File: src/rtl/mct_pkg.sv
`timescale 1ns/1ps
// mct_pkg: shared sizes and register offsets for the match compare timer.
// Assumes byte addressing with a 4-byte stride between per-channel registers.
package mct_pkg;
    localparam int MCT_ADDR_W    = 8;
    localparam int MCT_DATA_W    = 32;
    localparam int MCT_NUM_CH    = 2;
    localparam int MCT_CTRL_W    = 3;
    localparam int MCT_STRIDE    = 4;

    localparam int MCT_CTRL_BASE  = 'h00;
    localparam int MCT_MATCH_BASE = 'h18;
    localparam int MCT_COUNT_BASE = 'h48;
    localparam int MCT_STAT_OFF   = 'h60;

    // Control bit positions
    localparam int MCT_BIT_RUN = 0;
    localparam int MCT_BIT_IE  = 1;
endpackage

File: src/rtl/mct_regif.sv
`timescale 1ns/1ps
// mct_regif: address decode and read multiplexer.
// Produces one-cycle write strobes per register and combinational read data.
// Assumes bus_sel is a single-cycle pulse per access; undecoded reads give 0.
module mct_regif #(
    parameter int ADDR_W = mct_pkg::MCT_ADDR_W,
    parameter int DATA_W = mct_pkg::MCT_DATA_W,
    parameter int NUM_CH = mct_pkg::MCT_NUM_CH,
    parameter int CTRL_W = mct_pkg::MCT_CTRL_W
) (
    input  logic                              bus_sel,
    input  logic                              bus_wr,
    input  logic [ADDR_W-1:0]                 bus_addr,
    input  logic [NUM_CH-1:0][CTRL_W-1:0]     ctrl_q,
    input  logic [NUM_CH-1:0][DATA_W-1:0]     match_q,
    input  logic [NUM_CH-1:0][DATA_W-1:0]     count_q,
    input  logic [NUM_CH-1:0]                 status_q,
    output logic [NUM_CH-1:0]                 ctrl_we,
    output logic [NUM_CH-1:0]                 match_we,
    output logic [NUM_CH-1:0]                 count_we,
    output logic                              status_we,
    output logic [DATA_W-1:0]                 bus_rdata
);
    import mct_pkg::*;

    logic                wr_strobe;
    logic [NUM_CH-1:0]   hit_ctrl;
    logic [NUM_CH-1:0]   hit_match;
    logic [NUM_CH-1:0]   hit_count;
    logic                hit_stat;

    assign wr_strobe = bus_sel && bus_wr;

    // Per-channel address comparators
    generate
        for (genvar c = 0; c < NUM_CH; c++) begin : g_dec
            assign hit_ctrl[c]  = (bus_addr == ADDR_W'(MCT_CTRL_BASE  + MCT_STRIDE * c));
            assign hit_match[c] = (bus_addr == ADDR_W'(MCT_MATCH_BASE + MCT_STRIDE * c));
            assign hit_count[c] = (bus_addr == ADDR_W'(MCT_COUNT_BASE + MCT_STRIDE * c));
            assign ctrl_we[c]   = wr_strobe && hit_ctrl[c];
            assign match_we[c]  = wr_strobe && hit_match[c];
            assign count_we[c]  = wr_strobe && hit_count[c];
        end
    endgenerate

    assign hit_stat  = (bus_addr == ADDR_W'(MCT_STAT_OFF));
    assign status_we = wr_strobe && hit_stat;

    // Read multiplexer: OR of all decoded sources, zero when nothing matches
    always_comb begin
        bus_rdata = '0;
        for (int c = 0; c < NUM_CH; c++) begin
            if (hit_ctrl[c])  bus_rdata = bus_rdata | DATA_W'(ctrl_q[c]);
            if (hit_match[c]) bus_rdata = bus_rdata | match_q[c];
            if (hit_count[c]) bus_rdata = bus_rdata | count_q[c];
        end
        if (hit_stat) bus_rdata = bus_rdata | DATA_W'(status_q);
    end
endmodule

File: src/rtl/mct_channel.sv
`timescale 1ns/1ps
// mct_channel: one compare channel with a control word, a compare value and
// an up-counter that software can write. It flags a compare hit while running.
// Assumes the strobes come from mct_regif and last one cycle.
module mct_channel #(
    parameter int CNT_W  = mct_pkg::MCT_DATA_W,
    parameter int CTRL_W = mct_pkg::MCT_CTRL_W
) (
    input  logic              clk,
    input  logic              rst_n,
    input  logic              ctrl_we,
    input  logic              match_we,
    input  logic              count_we,
    input  logic [CTRL_W-1:0] ctrl_wdata,
    input  logic [CNT_W-1:0]  wdata,
    output logic [CTRL_W-1:0] ctrl_q,
    output logic [CNT_W-1:0]  match_q,
    output logic [CNT_W-1:0]  count_q,
    output logic              hit,
    output logic              irq_en
);
    import mct_pkg::*;

    logic count_en;

    assign count_en = ctrl_q[MCT_BIT_RUN];
    assign irq_en   = ctrl_q[MCT_BIT_IE];
    assign hit      = count_en && (count_q == match_q);

    // Control word register
    always_ff @(posedge clk) begin
        if (!rst_n)       ctrl_q <= '0;
        else if (ctrl_we) ctrl_q <= ctrl_wdata;
    end

    // Compare value register
    always_ff @(posedge clk) begin
        if (!rst_n)        match_q <= '0;
        else if (match_we) match_q <= wdata;
    end

    // Counter: a software write beats the increment
    always_ff @(posedge clk) begin
        if (!rst_n)        count_q <= '0;
        else if (count_we) count_q <= wdata;
        else if (count_en) count_q <= count_q + CNT_W'(1);
    end

    AST_CNT_STEP: assert property (@(posedge clk) disable iff (!rst_n)
        (count_en && !count_we) |=> (count_q == $past(count_q) + CNT_W'(1)));
    AST_CNT_HOLD: assert property (@(posedge clk) disable iff (!rst_n)
        (!count_en && !count_we) |=> $stable(count_q));
    AST_CNT_LOAD: assert property (@(posedge clk) disable iff (!rst_n)
        count_we |=> (count_q == $past(wdata)));
endmodule

File: src/rtl/mct_status.sv
`timescale 1ns/1ps
// mct_status: shared pending-flag word, one bit per channel.
// Hardware sets a bit on a compare hit; software clears it by writing 1.
// When a set and a clear coincide on one bit, the set takes priority.
module mct_status #(
    parameter int NUM_CH = mct_pkg::MCT_NUM_CH
) (
    input  logic              clk,
    input  logic              rst_n,
    input  logic              clr_we,
    input  logic [NUM_CH-1:0] clr_mask,
    input  logic [NUM_CH-1:0] hit,
    output logic [NUM_CH-1:0] status_q
);
    logic [NUM_CH-1:0] clr_eff;

    assign clr_eff = clr_we ? clr_mask : '0;

    // Flag update: clear the written ones, then OR in the new hits
    always_ff @(posedge clk) begin
        if (!rst_n) status_q <= '0;
        else        status_q <= (status_q & ~clr_eff) | hit;
    end

    generate
        for (genvar i = 0; i < NUM_CH; i++) begin : g_chk
            AST_HIT_SETS: assert property (@(posedge clk) disable iff (!rst_n)
                hit[i] |=> status_q[i]);
            AST_CLR_WORKS: assert property (@(posedge clk) disable iff (!rst_n)
                (clr_we && clr_mask[i] && !hit[i]) |=> !status_q[i]);
            AST_SET_CAUSE: assert property (@(posedge clk) disable iff (!rst_n)
                $rose(status_q[i]) |-> $past(hit[i]));
        end
    endgenerate
endmodule

File: src/rtl/dual_match_timer.sv
`timescale 1ns/1ps
// dual_match_timer: two 32-bit compare channels sharing one W1C status word.
// Each interrupt line is its channel's pending flag gated by its enable bit.
// Assumes an undivided timer clock that also clocks the register port.
module dual_match_timer #(
    parameter int ADDR_W = mct_pkg::MCT_ADDR_W,
    parameter int DATA_W = mct_pkg::MCT_DATA_W,
    parameter int NUM_CH = mct_pkg::MCT_NUM_CH
) (
    input  logic              clk,
    input  logic              rst_n,
    input  logic              bus_sel,
    input  logic              bus_wr,
    input  logic [ADDR_W-1:0] bus_addr,
    input  logic [DATA_W-1:0] bus_wdata,
    output logic [DATA_W-1:0] bus_rdata,
    output logic [NUM_CH-1:0] irq
);
    import mct_pkg::*;
    localparam int CTRL_W = MCT_CTRL_W;

    logic [NUM_CH-1:0][CTRL_W-1:0] ctrl_q;
    logic [NUM_CH-1:0][DATA_W-1:0] match_q;
    logic [NUM_CH-1:0][DATA_W-1:0] count_q;
    logic [NUM_CH-1:0]             status_q;
    logic [NUM_CH-1:0]             ctrl_we;
    logic [NUM_CH-1:0]             match_we;
    logic [NUM_CH-1:0]             count_we;
    logic                          status_we;
    logic [NUM_CH-1:0]             hit;
    logic [NUM_CH-1:0]             irq_en;

    mct_regif #(
        .ADDR_W(ADDR_W), .DATA_W(DATA_W), .NUM_CH(NUM_CH), .CTRL_W(CTRL_W)
    ) u_regif (
        .bus_sel   (bus_sel),
        .bus_wr    (bus_wr),
        .bus_addr  (bus_addr),
        .ctrl_q    (ctrl_q),
        .match_q   (match_q),
        .count_q   (count_q),
        .status_q  (status_q),
        .ctrl_we   (ctrl_we),
        .match_we  (match_we),
        .count_we  (count_we),
        .status_we (status_we),
        .bus_rdata (bus_rdata)
    );

    // One channel instance per timer, interrupt gated by its enable
    generate
        for (genvar c = 0; c < NUM_CH; c++) begin : g_ch
            mct_channel #(.CNT_W(DATA_W), .CTRL_W(CTRL_W)) u_ch (
                .clk        (clk),
                .rst_n      (rst_n),
                .ctrl_we    (ctrl_we[c]),
                .match_we   (match_we[c]),
                .count_we   (count_we[c]),
                .ctrl_wdata (bus_wdata[CTRL_W-1:0]),
                .wdata      (bus_wdata),
                .ctrl_q     (ctrl_q[c]),
                .match_q    (match_q[c]),
                .count_q    (count_q[c]),
                .hit        (hit[c]),
                .irq_en     (irq_en[c])
            );
            assign irq[c] = status_q[c] && irq_en[c];
        end
    endgenerate

    mct_status #(.NUM_CH(NUM_CH)) u_status (
        .clk      (clk),
        .rst_n    (rst_n),
        .clr_we   (status_we),
        .clr_mask (bus_wdata[NUM_CH-1:0]),
        .hit      (hit),
        .status_q (status_q)
    );
endmodule

File: config.mk
export PLATFORM = sky130hd
export DESIGN_NAME = dual_match_timer
export DESIGN_NICKNAME = d
export VERILOG_FILES = /design/src/rtl/mct_pkg.sv /design/src/rtl/mct_regif.sv /design/src/rtl/mct_channel.sv /design/src/rtl/mct_status.sv /design/src/rtl/dual_match_timer.sv
export SDC_FILE = /design/constraint.sdc
export NUM_CORES = 1
export LEC_CHECK = 0
export ABC_AREA = 1
export ABC_CLOCK_PERIOD_IN_PS = 4200
export BUFFER_PORTS_ARGS = -buffer_cell sky130_fd_sc_hd__buf_2
export CAP_MARGIN = 40
export CORE_MARGIN = 2
export CORE_UTILIZATION = 65
export CTS_CLUSTER_DIAMETER = 80
export DETAILED_ROUTE_END_ITERATION = 12
export PLACE_DENSITY_LB_ADDON = 0.1
export SYNTH_ARGS = -nofsm -noshare
export SYNTH_HDL_FRONTEND = slang
export SYNTH_SLANG_ARGS = --single-unit
File: constraint.sdc
create_clock -name clk -period 4.2 [get_ports clk]
set_clock_uncertainty 0.1 [all_clocks]
set_input_delay 0.21 -clock clk [delete_from_list [all_inputs] [get_ports clk]]
set_output_delay 0.21 -clock clk [all_outputs]
set_load 0.02 [all_outputs]
==> results of run 1 <==
[cell families (layout without fill, tap and decap cells)]
group / after synthesis / after routing / synth area share [%]
compound gates: 331 / 331 / 19.7
buf+inv: 265 / 323 / 12.6
fa+ha+maj: 2 / 2 / 0.275
simple gates: 733 / 733 / 33.4
xor+xnor: 43 / 43 / 4.14
flops: 136 / 136 / 30.0
[layer usage]
layer  share of wire (%)  track usage, %  vias to the layer above
li1                    -               -                     4912
met1                  39            58.0                     4672
met2                  43            68.7                      715
met3                  13            12.4                      146
met4                 5.1            20.5                        0
met5                   0               0                        -
[registers in the layout, summed over array words and instances (netlist names)]
name	cells
g_ch.u_ch.count_q	64
g_ch.u_ch.match_q	64
g_ch.u_ch.ctrl_q	6
u_status.status_q	2
[power breakdown]
group          internal (mW)  switching, mW
Combinational         0.0309         0.0910
Sequential              1.29        0.00161
Clock                   1.14          0.613
[cell type report]
cell class              count  area, sq um  area share (%)
clock inverters            12          223            2.19
inverters                 201          764            7.52
well taps                 180          225            2.22
multi-input cells        1109         5220            51.4
repair buffers             91          551            5.42
clock buffers              19          453            4.46
flip-flops and latches    136         2720            26.8
[cells in the mapped netlist (3+ instances only)]
| master | count | area, sq um |
|---|---|---|
| sky130_fd_sc_hd__a21oi_2 | 11 | 96.3 |
| sky130_fd_sc_hd__buf_6 | 8 | 90.1 |
| sky130_fd_sc_hd__buf_2 | 13 | 65.1 |
| sky130_fd_sc_hd__o21ai_0 | 121 | 606 |
| sky130_fd_sc_hd__inv_2 | 7 | 26.3 |
| sky130_fd_sc_hd__xnor2_1 | 18 | 158 |
| sky130_fd_sc_hd__o211ai_1 | 4 | 30.0 |
| sky130_fd_sc_hd__o22ai_1 | 36 | 225 |
| sky130_fd_sc_hd__buf_12 | 3 | 60.1 |
| sky130_fd_sc_hd__a21oi_1 | 146 | 731 |
| sky130_fd_sc_hd__a211oi_1 | 3 | 22.5 |
| sky130_fd_sc_hd__nor3_1 | 3 | 15.0 |
| sky130_fd_sc_hd__dfxtp_1 | 136 | 2720 |
| sky130_fd_sc_hd__inv_1 | 191 | 717 |
| sky130_fd_sc_hd__buf_4 | 3 | 22.5 |
| sky130_fd_sc_hd__o21ai_1 | 5 | 25.0 |
| sky130_fd_sc_hd__nand2_2 | 7 | 43.8 |
| sky130_fd_sc_hd__nand2_1 | 438 | 1640 |
| sky130_fd_sc_hd__nand3_1 | 98 | 490 |
| sky130_fd_sc_hd__nor2_1 | 152 | 571 |
| sky130_fd_sc_hd__clkbuf_1 | 34 | 128 |
| sky130_fd_sc_hd__xor2_1 | 25 | 219 |
| sky130_fd_sc_hd__nand3_2 | 3 | 30.0 |
| sky130_fd_sc_hd__nor2_2 | 14 | 87.6 |
| sky130_fd_sc_hd__nand4_1 | 10 | 62.6 |
[worst register-to-register path: stages (launching register included)]
cell	delay [ns]
sky130_fd_sc_hd__dfxtp_1	0.73
sky130_fd_sc_hd__clkinv_1	0.16
sky130_fd_sc_hd__buf_4	0.25
sky130_fd_sc_hd__nand2_1	0.47
sky130_fd_sc_hd__inv_1	0.20
sky130_fd_sc_hd__nand2_1	0.10
sky130_fd_sc_hd__nand3_1	0.07
sky130_fd_sc_hd__nand2_1	0.07
sky130_fd_sc_hd__inv_1	0.04
[worst paths after layout]
check	from	to	slack, ns	cells past startpoint
hold / removal	bus_wdata[11]	g_ch[1].u_ch.match_q[11]	0.01	3
setup / recovery	bus_addr[7]	bus_rdata[31]	1.88	10
hold reg to reg	g_ch[1].u_ch.match_q[17]	g_ch[1].u_ch.match_q[17]	0.39	2
setup reg to reg	g_ch[0].u_ch.ctrl_q[0]	g_ch[0].u_ch.count_q[0]	1.90	8
[metrics by stage]
stage	setup slack [ns]	hold WS (ns)
2_1_floorplan	2.44	0.238
3_5_place_dp	1.69	0.368
5_1_grt	1.76	0.0229
3_3_place_gp	1.45	0.364
4_1_cts	1.93	0.00519
6_report	1.88	0.0114
==> impl_results.md, run 1 <==
- Number of hold violations in the final report: 0
- Horizontal extent of the die: 122 um
- Yosys warns: 0
- Core region area: 13800 sq um
- Inserted Diodes: 0
- Routed Wire Length: 33100 um
- Unrepaired setup endpoints after global routing: false
- Standard cell with the maximum stage delay on the critical path: sky130_fd_sc_hd__o22ai_1
- Clock-pin slew on the worst setup and hold paths: 0.06 ns
- Final setup TNS: 0 ns
- Final critical-path required period: 2.32 ns
- Routed wire per std cell: 18.9 um
- Sequential area share after synthesis: 30.0%
- Die Y-Extent: 122 um
- Status: finished, final reports clean
- Number of gates resized after cts: 0
- Final net count: 1602
- Vias/cell: 5.98
- Clock tree from TritonCTS: done
- Arrival time of the worst setup path: 2.01 ns
- CP cell instances: buf_2 -> inv_1 -> nand2_1 -> nor3_2 -> nand2_1 -> buf_8 -> o22ai_1 -> a21oi_1 -> o21ai_0 -> buf_2
- Period Utilization, post-route: 55.3%
- Number of setup violations in the final report: 0
- Number of port buffers: 77
- Clock insertion delay at the later pin of the skew report: 0.44 ns
- Headroom to the max-slew limit: 47.9%
- Total overflow reported by the global router: 0
- Count of non-filler cells in the finished layout: 1748
- Most used flip-flop cell after synthesis: sky130_fd_sc_hd__dfxtp_1
- Kind of cell adding the most delay to the critical path: buffers and inverters
- Critical path startpoint category: primary input
- Number of rows created at floorplan: 43
- Power, Total: 3.17 mW
- Fill cell instance count of the final layout: 1200
- Clock net sink count: 136
- Fraction of final layout cells with drive strength greater than 1: 11.2%
- Global-route usage over all layers: 44.6%
- Antenna violations before repair: 0
- HPWL reported at the end of detailed placement: 23800 um
- Area of the die: 14900 sq um
- Initial Utilization: 66.0%
- Register bit count reported by yosys: 136
- Count of maximum capacitance violations: 0
- Synth Net Count: 1556
- Layout Utilization: 73.8%
- DP Area: 9490 sq um
- Commonest cells after routing, fill and taps aside: 438 x sky130_fd_sc_hd__nand2_1, 191 x sky130_fd_sc_hd__inv_1, 152 x sky130_fd_sc_hd__nor2_1, 146 x sky130_fd_sc_hd__a21oi_1, 136 x sky130_fd_sc_hd__dfxtp_1
- Critical path start-end classification: primary input to primary output
- Largest net degree at the start of global routing: 74
- # hold bufs at CTS: 0
- First-pass iteration count of the detailed router: 7
- Number of instances in the synthesized netlist: 1510
- Peak Freq: 431 MHz
- Placed insts: 1717
- Number of distinct library cells after synthesis: 41
- Final Cell Area: 10200 sq um
- Worst-case vdd ir drop: 0.000282 V
- Number of DRC violations after detailed routing: 0
- Drt first-iter violations: 1569
- Layout Area Growth over Synthesis: 11.8%
- Routability cong.: 0.985
- Number of buffers added by the clock tree synthesis step: 17
- Required arrival time at the worst endpoint: 3.89 ns
- Type of the worst min-delay path: primary input to flop
- Kind of capture point of the worst setup path: primary output
- Wire length of the first global-routing pass: 51100 um
- Total power divided by cell area: 312 nW/um^2
- Total leakage power: 4.03 nW
- Mean instance size in the synthesized netlist: 6.02 sq um
- Buffer type at the clock tree root: sky130_fd_sc_hd__clkbuf_16
- Number of vias after detailed routing: 10.4k
- Max Buffers Root-to-Sink: 2
- Largest driver fanout on the critical path: 23
- Via count of the first global-routing pass: 9592
- Transition time of the tightest slew-check pin: 0.780 ns
- Post-CTS Setup Bufs: 0
- Top-Level Pins: 78
- Post-synthesis instance area: 9090 sq um
- Ys async rst share: 0%
- Post-DRT Antenna Nets: 0
- Leading cell type in the layout, fill and taps excluded: sky130_fd_sc_hd__nand2_1
- H-tree depth: 4
- Bufs and invs on worst path: 4
- Final count of pins violating max slew: 0
- Count of flip-flops with a built-in enable after synthesis: 0
- Crit-path max cell delay: 0.33 ns
Power figures use the tool's default switching activity.
==> run 2: changes to the inputs <==
- ABC_AREA: 1 -> 0
- ABC_CLOCK_PERIOD_IN_PS: 4200 -> 2300
- CORE_UTILIZATION: 65 -> 60
- clock period: 4.2 -> 2.3 ns (I/O delays scaled with it)
==> run 2 against run 1 <==
Clock-buffer cell count stayed put. First-iteration DRC count decreased by 40%. Utilization is 0.82 points higher.
==> impl_results.md, run 2 <==
- Most frequent cell after synthesis: sky130_fd_sc_hd__nand2_1
- Switching power: 1.22 mW
- Crit-path max cell delay: 0.76 ns
- Clock tree from TritonCTS: done
- Final critical-path required period: 2.19 ns
- Post-DRT Antenna Nets: 0
- Core region area: 12500 sq um
- Period Utilization, post-route: 95.2%
- Routability cong.: 0.940
- Main combinational cell family by area after synthesis: simple AND/OR/NAND/NOR gates
- Initial Utilization: 61.0%
- Transition time of the tightest slew-check pin: 0.608 ns
- Fill cell instance count of the final layout: 1034
- Kind of cell adding the most delay to the critical path: simple AND/OR/NAND/NOR gates
- Routed wire per std cell: 20.3 um
- Leading cell type in the layout, fill and taps excluded: sky130_fd_sc_hd__nand2_1
- Top-Level Pins: 78
- Cell type with the largest total area after synthesis: sky130_fd_sc_hd__dfxtp_1
- Number of hold violations in the final report: 0
- Total power divided by cell area: 618 nW/um^2
- Sw frac: 21.1%
- Clock-pin slew on the worst setup and hold paths: 0.06 ns
- Arrival time of the worst setup path: 2.40 ns
- Simple-gate portion of the synthesized area: 20.8%
- Combinational power share: 4.7%
- Kind of capture point of the worst setup path: flop
- Layout Area Growth over Synthesis: 22.3%
- Synth Net Count: 1005
- Number of rows created at floorplan: 41
- Adder-Cell Fraction of Synth Area: 0.328%
- Final count of pins violating max slew: 0
- Wire length of the first global-routing pass: 38900 um
- Die Y-Extent: 117 um
- Ys async rst share: 0%
- Type of the worst min-delay path: primary input to flop
- Largest driver fanout on the critical path: 6
- Area taken by multi-input logic gates: 4590 sq um
- Share of power burned in the clock network: 54.3%
- Final Cell Area: 9340 sq um
- Power, Total: 5.77 mW
- Bufs and invs on worst path: 0
- Status: finished, final reports clean
- Xor/xnor cell area share of the yosys netlist: 13.5%
- Number of setup violations in the final report: 0
- Multiplexer share of the synthesized area: 8.82%
- Most used flip-flop cell after synthesis: sky130_fd_sc_hd__dfxtp_1
- Via count of the first global-routing pass: 7410
- Registers with the most flip-flops: g_ch.u_ch.count_q: 64 flops, g_ch.u_ch.match_q: 64 flops, g_ch.u_ch.ctrl_q: 6 flops
- First-pass iteration count of the detailed router: 6
- Routed Wire Length: 25200 um
- Total leakage power: 3.64 nW
- Drt first-iter violations: 943
- Hold Slack: 0.0253 ns
- Number of port buffers: 77
- Number of vias after detailed routing: 7701
- DP Area: 8330 sq um
- FF/Latch Area: 2720 sq um
- H-tree depth: 4
- Mean instance size in the synthesized netlist: 7.96 sq um
- Area of the die: 13600 sq um
- Largest net degree at the start of global routing: 68
- Most instantiated cells after synthesis: 164 x sky130_fd_sc_hd__nand2_1, 136 x sky130_fd_sc_hd__dfxtp_1, 109 x sky130_fd_sc_hd__a21oi_1
- Internal cell power: 4.55 mW
- Clock insertion delay at the later pin of the skew report: 0.43 ns
- Count of maximum capacitance violations: 0
- Standard cell with the maximum stage delay on the critical path: sky130_fd_sc_hd__or4b_1
- Yosys warns: 0
- Total overflow reported by the global router: 0
- Antenna violations before repair: 0
- Unrepaired setup endpoints after global routing: false
- Horizontal extent of the die: 117 um
- Synth Area in Compound Gates: 16.4%
- Worst-case vdd ir drop: 0.000580 V
- Post-CTS Setup Bufs: 0
- Max Buffers Root-to-Sink: 2
- Global-route usage over all layers: 37.8%
- Number of buffers added by the clock tree synthesis step: 17
- Critical path start-end classification: flop to flop
- Buffer type at the clock tree root: sky130_fd_sc_hd__clkbuf_16
- Register bit count reported by yosys: 136
- Area contributors post-synth: sky130_fd_sc_hd__dfxtp_1 36%, sky130_fd_sc_hd__mux2i_1 8.5%, sky130_fd_sc_hd__xor2_1 8.4%, sky130_fd_sc_hd__nand2_1 8.1%, sky130_fd_sc_hd__a21oi_1 7.1%
- Sequential group share of total power: 40.9%
- Final net count: 1102
- Number of DRC violations after detailed routing: 0
- Peak Freq: 457 MHz
- Post-synthesis instance area: 7630 sq um
- Commonest cells after routing, fill and taps aside: 162 x sky130_fd_sc_hd__nand2_1, 136 x sky130_fd_sc_hd__dfxtp_1, 109 x sky130_fd_sc_hd__a21oi_1, 76 x sky130_fd_sc_hd__buf_2, 73 x sky130_fd_sc_hd__xor2_1
- Sequential area share after synthesis: 35.7%
- CP cell instances: nand4_2 -> or4b_1 -> nor3_2 -> xnor2_1 -> a21oi_1
- Headroom to the max-slew limit: 59.1%
- Final setup TNS: 0 ns
- Fraction of final layout cells with drive strength greater than 1: 15.8%
- Vias/cell: 6.21
- Count of flip-flops with a built-in enable after synthesis: 0
- Clock net sink count: 136
- Number of instances in the synthesized netlist: 959
- Critical path startpoint category: flop
- HPWL reported at the end of detailed placement: 16600 um
- Yosys top cell area share: 35.7%
- Required arrival time at the worst endpoint: 2.51 ns
- Number of distinct library cells after synthesis: 46
- Inserted Diodes: 0
run 2: power groups by stage:
| stage | logic, mW | registers [mW] | clock network [mW] |
|---|---|---|---|
| 5_1_grt | 0.289 | 2.36 | 3.24 |
| 4_1_cts | 0.266 | 2.36 | 3.15 |
| 2_1_floorplan | 0.113 | 2.41 | 0 |
| 3_3_place_gp | 0.222 | 2.41 | 0 |
| 3_5_place_dp | 0.222 | 2.41 | 0 |
| 6_report | 0.274 | 2.36 | 3.14 |
run 2: final timing paths:
| path | start | end | slack (ns) | cells past startpoint |
|---|---|---|---|---|
| max reg2reg | g_ch[0].u_ch.count_q[5] | g_ch[0].u_ch.count_q[19] | 0.11 | 5 |
| min reg2reg | g_ch[1].u_ch.ctrl_q[2] | g_ch[1].u_ch.ctrl_q[2] | 0.37 | 2 |
| max | g_ch[0].u_ch.count_q[5] | g_ch[0].u_ch.count_q[19] | 0.11 | 5 |
| min | bus_wr | u_status.status_q[1] | 0.03 | 4 |
run 2: worst min-delay path: cells and delay by family:
kind            cells  cell delay, ns
simple gates        2            0.23
buf+inv             1            0.10
compound gates      1            0.07
run 2: cells by family (layout without fill, tap and decap cells):
logic type                 Yosys count  count (layout)
buffers and inverters               82             192
DFF                                136             136
muxes                               67              67
adders and majority gates            2               2
AOI/OAI and AO/OA                  227             227
and+or+nand+nor                    327             327
xor gates and xnor gates           118             118
run 2: cell type report:
class / instances / area share, %
clock buffer: 19 / 4.85
timing repair buffer: 154 / 11.9
clock inverter: 13 / 2.40
tap: 172 / 2.31
sequential: 136 / 29.2
multi-input combinational: 741 / 49.1
inverter: 6 / 0.241
run 2: routing by layer:
metal / GRT usage [%] / share of wire (%) / vias to the layer above
met4: 16.6 / 3.9 / 0
met5: 0 / 0 / -
met1: 48.5 / 41 / 3639
li1: - / - / 3576
met3: 8.96 / 8.9 / 90
met2: 61.0 / 46 / 396
run 2: repair_timing:
item                                   4_1_cts  5_1_grt
resized for setup                            0        0
hold buffers                                33        0
endpoints found under the hold margin      134        0
run 2: metrics by stage:
step | cells | util, % | setup WS [ns]
floorplan | 959 | - | 0.434
global placement | 1176 | 66.5 | 0.274
detailed placement | 1176 | 66.5 | 0.222
CTS | 1241 | 74.6 | 0.153
global route | 1241 | 74.6 | 0.0576
finish | 1241 | 74.6 | 0.110
==> run 3: changes to the inputs <==
- CORE_UTILIZATION: 60 -> 45
==> run 3 against run 2 <==
Critical path depth unchanged. Routed wire length rose by 2.9%. Worst setup slack better by 0.019 ns. Critical path type unchanged. Largest cell class unchanged.
==> impl_results.md, run 3 (synthesized netlist as in run 2, its figures left out) <==
- Status: finished, final reports clean
- Arrival time of the worst setup path: 2.38 ns
- Clock insertion delay at the later pin of the skew report: 0.43 ns
- Post-DRT Antenna Nets: 0
- Critical path startpoint category: flop
- Largest net degree at the start of global routing: 65
- Horizontal extent of the die: 134 um
- Inserted Diodes: 0
- Final count of pins violating max slew: 0
- Vias/cell: 5.69
- Required arrival time at the worst endpoint: 2.51 ns
- First-pass iteration count of the detailed router: 5
- Drt first-iter violations: 505
- Type of the worst min-delay path: primary input to flop
- Hold Slack: 0.0256 ns
- Die Y-Extent: 134 um
- Period Utilization, post-route: 94.4%
- Via count of the first global-routing pass: 6922
- Unrepaired setup endpoints after global routing: false
- Global-route usage over all layers: 29.1%
- Number of port buffers: 77
- Antenna violations before repair: 0
- Leading cell type in the layout, fill and taps excluded: sky130_fd_sc_hd__nand2_1
- Placed insts: 1233
- Worst-case vdd ir drop: 0.000518 V
- Kind of capture point of the worst setup path: flop
- HPWL reported at the end of detailed placement: 17900 um
- Area of the die: 18000 sq um
- Final critical-path required period: 2.17 ns
- Top-Level Pins: 78
- Peak Freq: 460 MHz
- Initial Utilization: 46.0%
- Count of non-filler cells in the finished layout: 1297
- Number of hold violations in the final report: 0
- Number of setup violations in the final report: 0
- Total leakage power: 3.67 nW
- Buffer type at the clock tree root: sky130_fd_sc_hd__clkbuf_16
- Max Buffers Root-to-Sink: 2
- Total overflow reported by the global router: 0
- Core region area: 16600 sq um
- Number of buffers added by the clock tree synthesis step: 17
- Final setup TNS: 0 ns
- Headroom to the max-slew limit: 61.2%
- Registers with the most flip-flops: g_ch.u_ch.count_q: 64 flops, g_ch.u_ch.match_q: 64 flops, g_ch.u_ch.ctrl_q: 6 flops
- Commonest cells after routing, fill and taps aside: 162 x sky130_fd_sc_hd__nand2_1, 136 x sky130_fd_sc_hd__dfxtp_1, 109 x sky130_fd_sc_hd__a21oi_1, 76 x sky130_fd_sc_hd__buf_2, 73 x sky130_fd_sc_hd__xor2_1
- Post-CTS Setup Bufs: 0
- Routability cong.: 0.895
- Count of maximum capacitance violations: 0
- Clock-pin slew on the worst setup and hold paths: 0.06 ns
- Number of gates resized after cts: 0
- Routed Wire Length: 25900 um
- Largest driver fanout on the critical path: 7
- Fraction of final layout cells with drive strength greater than 1: 16.4%
- Number of rows created at floorplan: 47
- Transition time of the tightest slew-check pin: 0.577 ns
- Routed wire per std cell: 20.0 um
- Total power divided by cell area: 599 nW/um^2
- H-tree depth: 4
- Number of DRC violations after detailed routing: 0
- Clock net sink count: 136
- Final net count: 1110
- Critical path start-end classification: flop to flop
- Wire length of the first global-routing pass: 39800 um
- Number of vias after detailed routing: 7377
- Layout Area Growth over Synthesis: 23.7%
- Clock tree from TritonCTS: done
==> run 3: worst paths after layout <==
| path | start | endpoint | slack [ns] | depth (start not counted) |
|---|---|---|---|---|
| max reg2reg | g_ch[0].u_ch.count_q[2] | u_status.status_q[0] | 0.13 | 5 |
| min reg2reg | g_ch[0].u_ch.ctrl_q[2] | g_ch[0].u_ch.ctrl_q[2] | 0.36 | 2 |
| min | bus_wr | u_status.status_q[1] | 0.03 | 4 |
| max | g_ch[0].u_ch.count_q[2] | u_status.status_q[0] | 0.13 | 5 |
==> run 3: cell type report <==
cell class	count	area [sq um]
Clock buffer	19	443
Clock inverter	13	201
Fill cell	1597	7140
Inverter	6	22.5
Multi-Input combinational cell	741	4590
Sequential cell	136	2720
Tap cell	220	275
Timing Repair Buffer	162	1190
==> run 3: critical path, stage by stage (launching register included) <==
cell,delay [ns]
sky130_fd_sc_hd__dfxtp_1,0.48
sky130_fd_sc_hd__xor2_1,0.16
sky130_fd_sc_hd__nor4_1,0.34
sky130_fd_sc_hd__nand4_1,0.15
sky130_fd_sc_hd__or4_1,0.52
sky130_fd_sc_hd__o41ai_1,0.29
==> run 3: what timing repair did <==
action                                  in CTS  in global routing
endpoints found under the hold margin      133                  0
hold buffers                                32                  0
endpoints found under the setup margin       0                  0
==> run 3: power breakdown <==
part / leakage, nW / total, mW / switching (mW) / internal [mW]
registers: 1.09 / 2.36 / 0.00283 / 2.36
logic: 2.27 / 0.273 / 0.159 / 0.114
clock network: 0.309 / 3.03 / 1.08 / 1.94
==> run 3: stage by stage <==
step	setup WS, ns	total power [mW]	instance area, sq um	util (%)
after floorplan	0.434	2.53	7630	-
after global placement	0.203	2.64	8480	51.1
after detailed placement	0.166	2.64	8480	51.1
after CTS	0.126	5.69	9450	57.0
after global routing	0.0436	5.82	9450	57.0
final	0.128	5.66	9450	57.0
==> run 3: per-layer routing <==
layer	wire length, um	GRT usage, %	up-vias	share of wire, %
met5	0	0	-	0
met1	11600	39.0	3472	45
met2	11800	45.8	254	46
met4	739	11.1	0	2.9
met3	1750	6.50	46	6.7
li1	-	-	3605	-
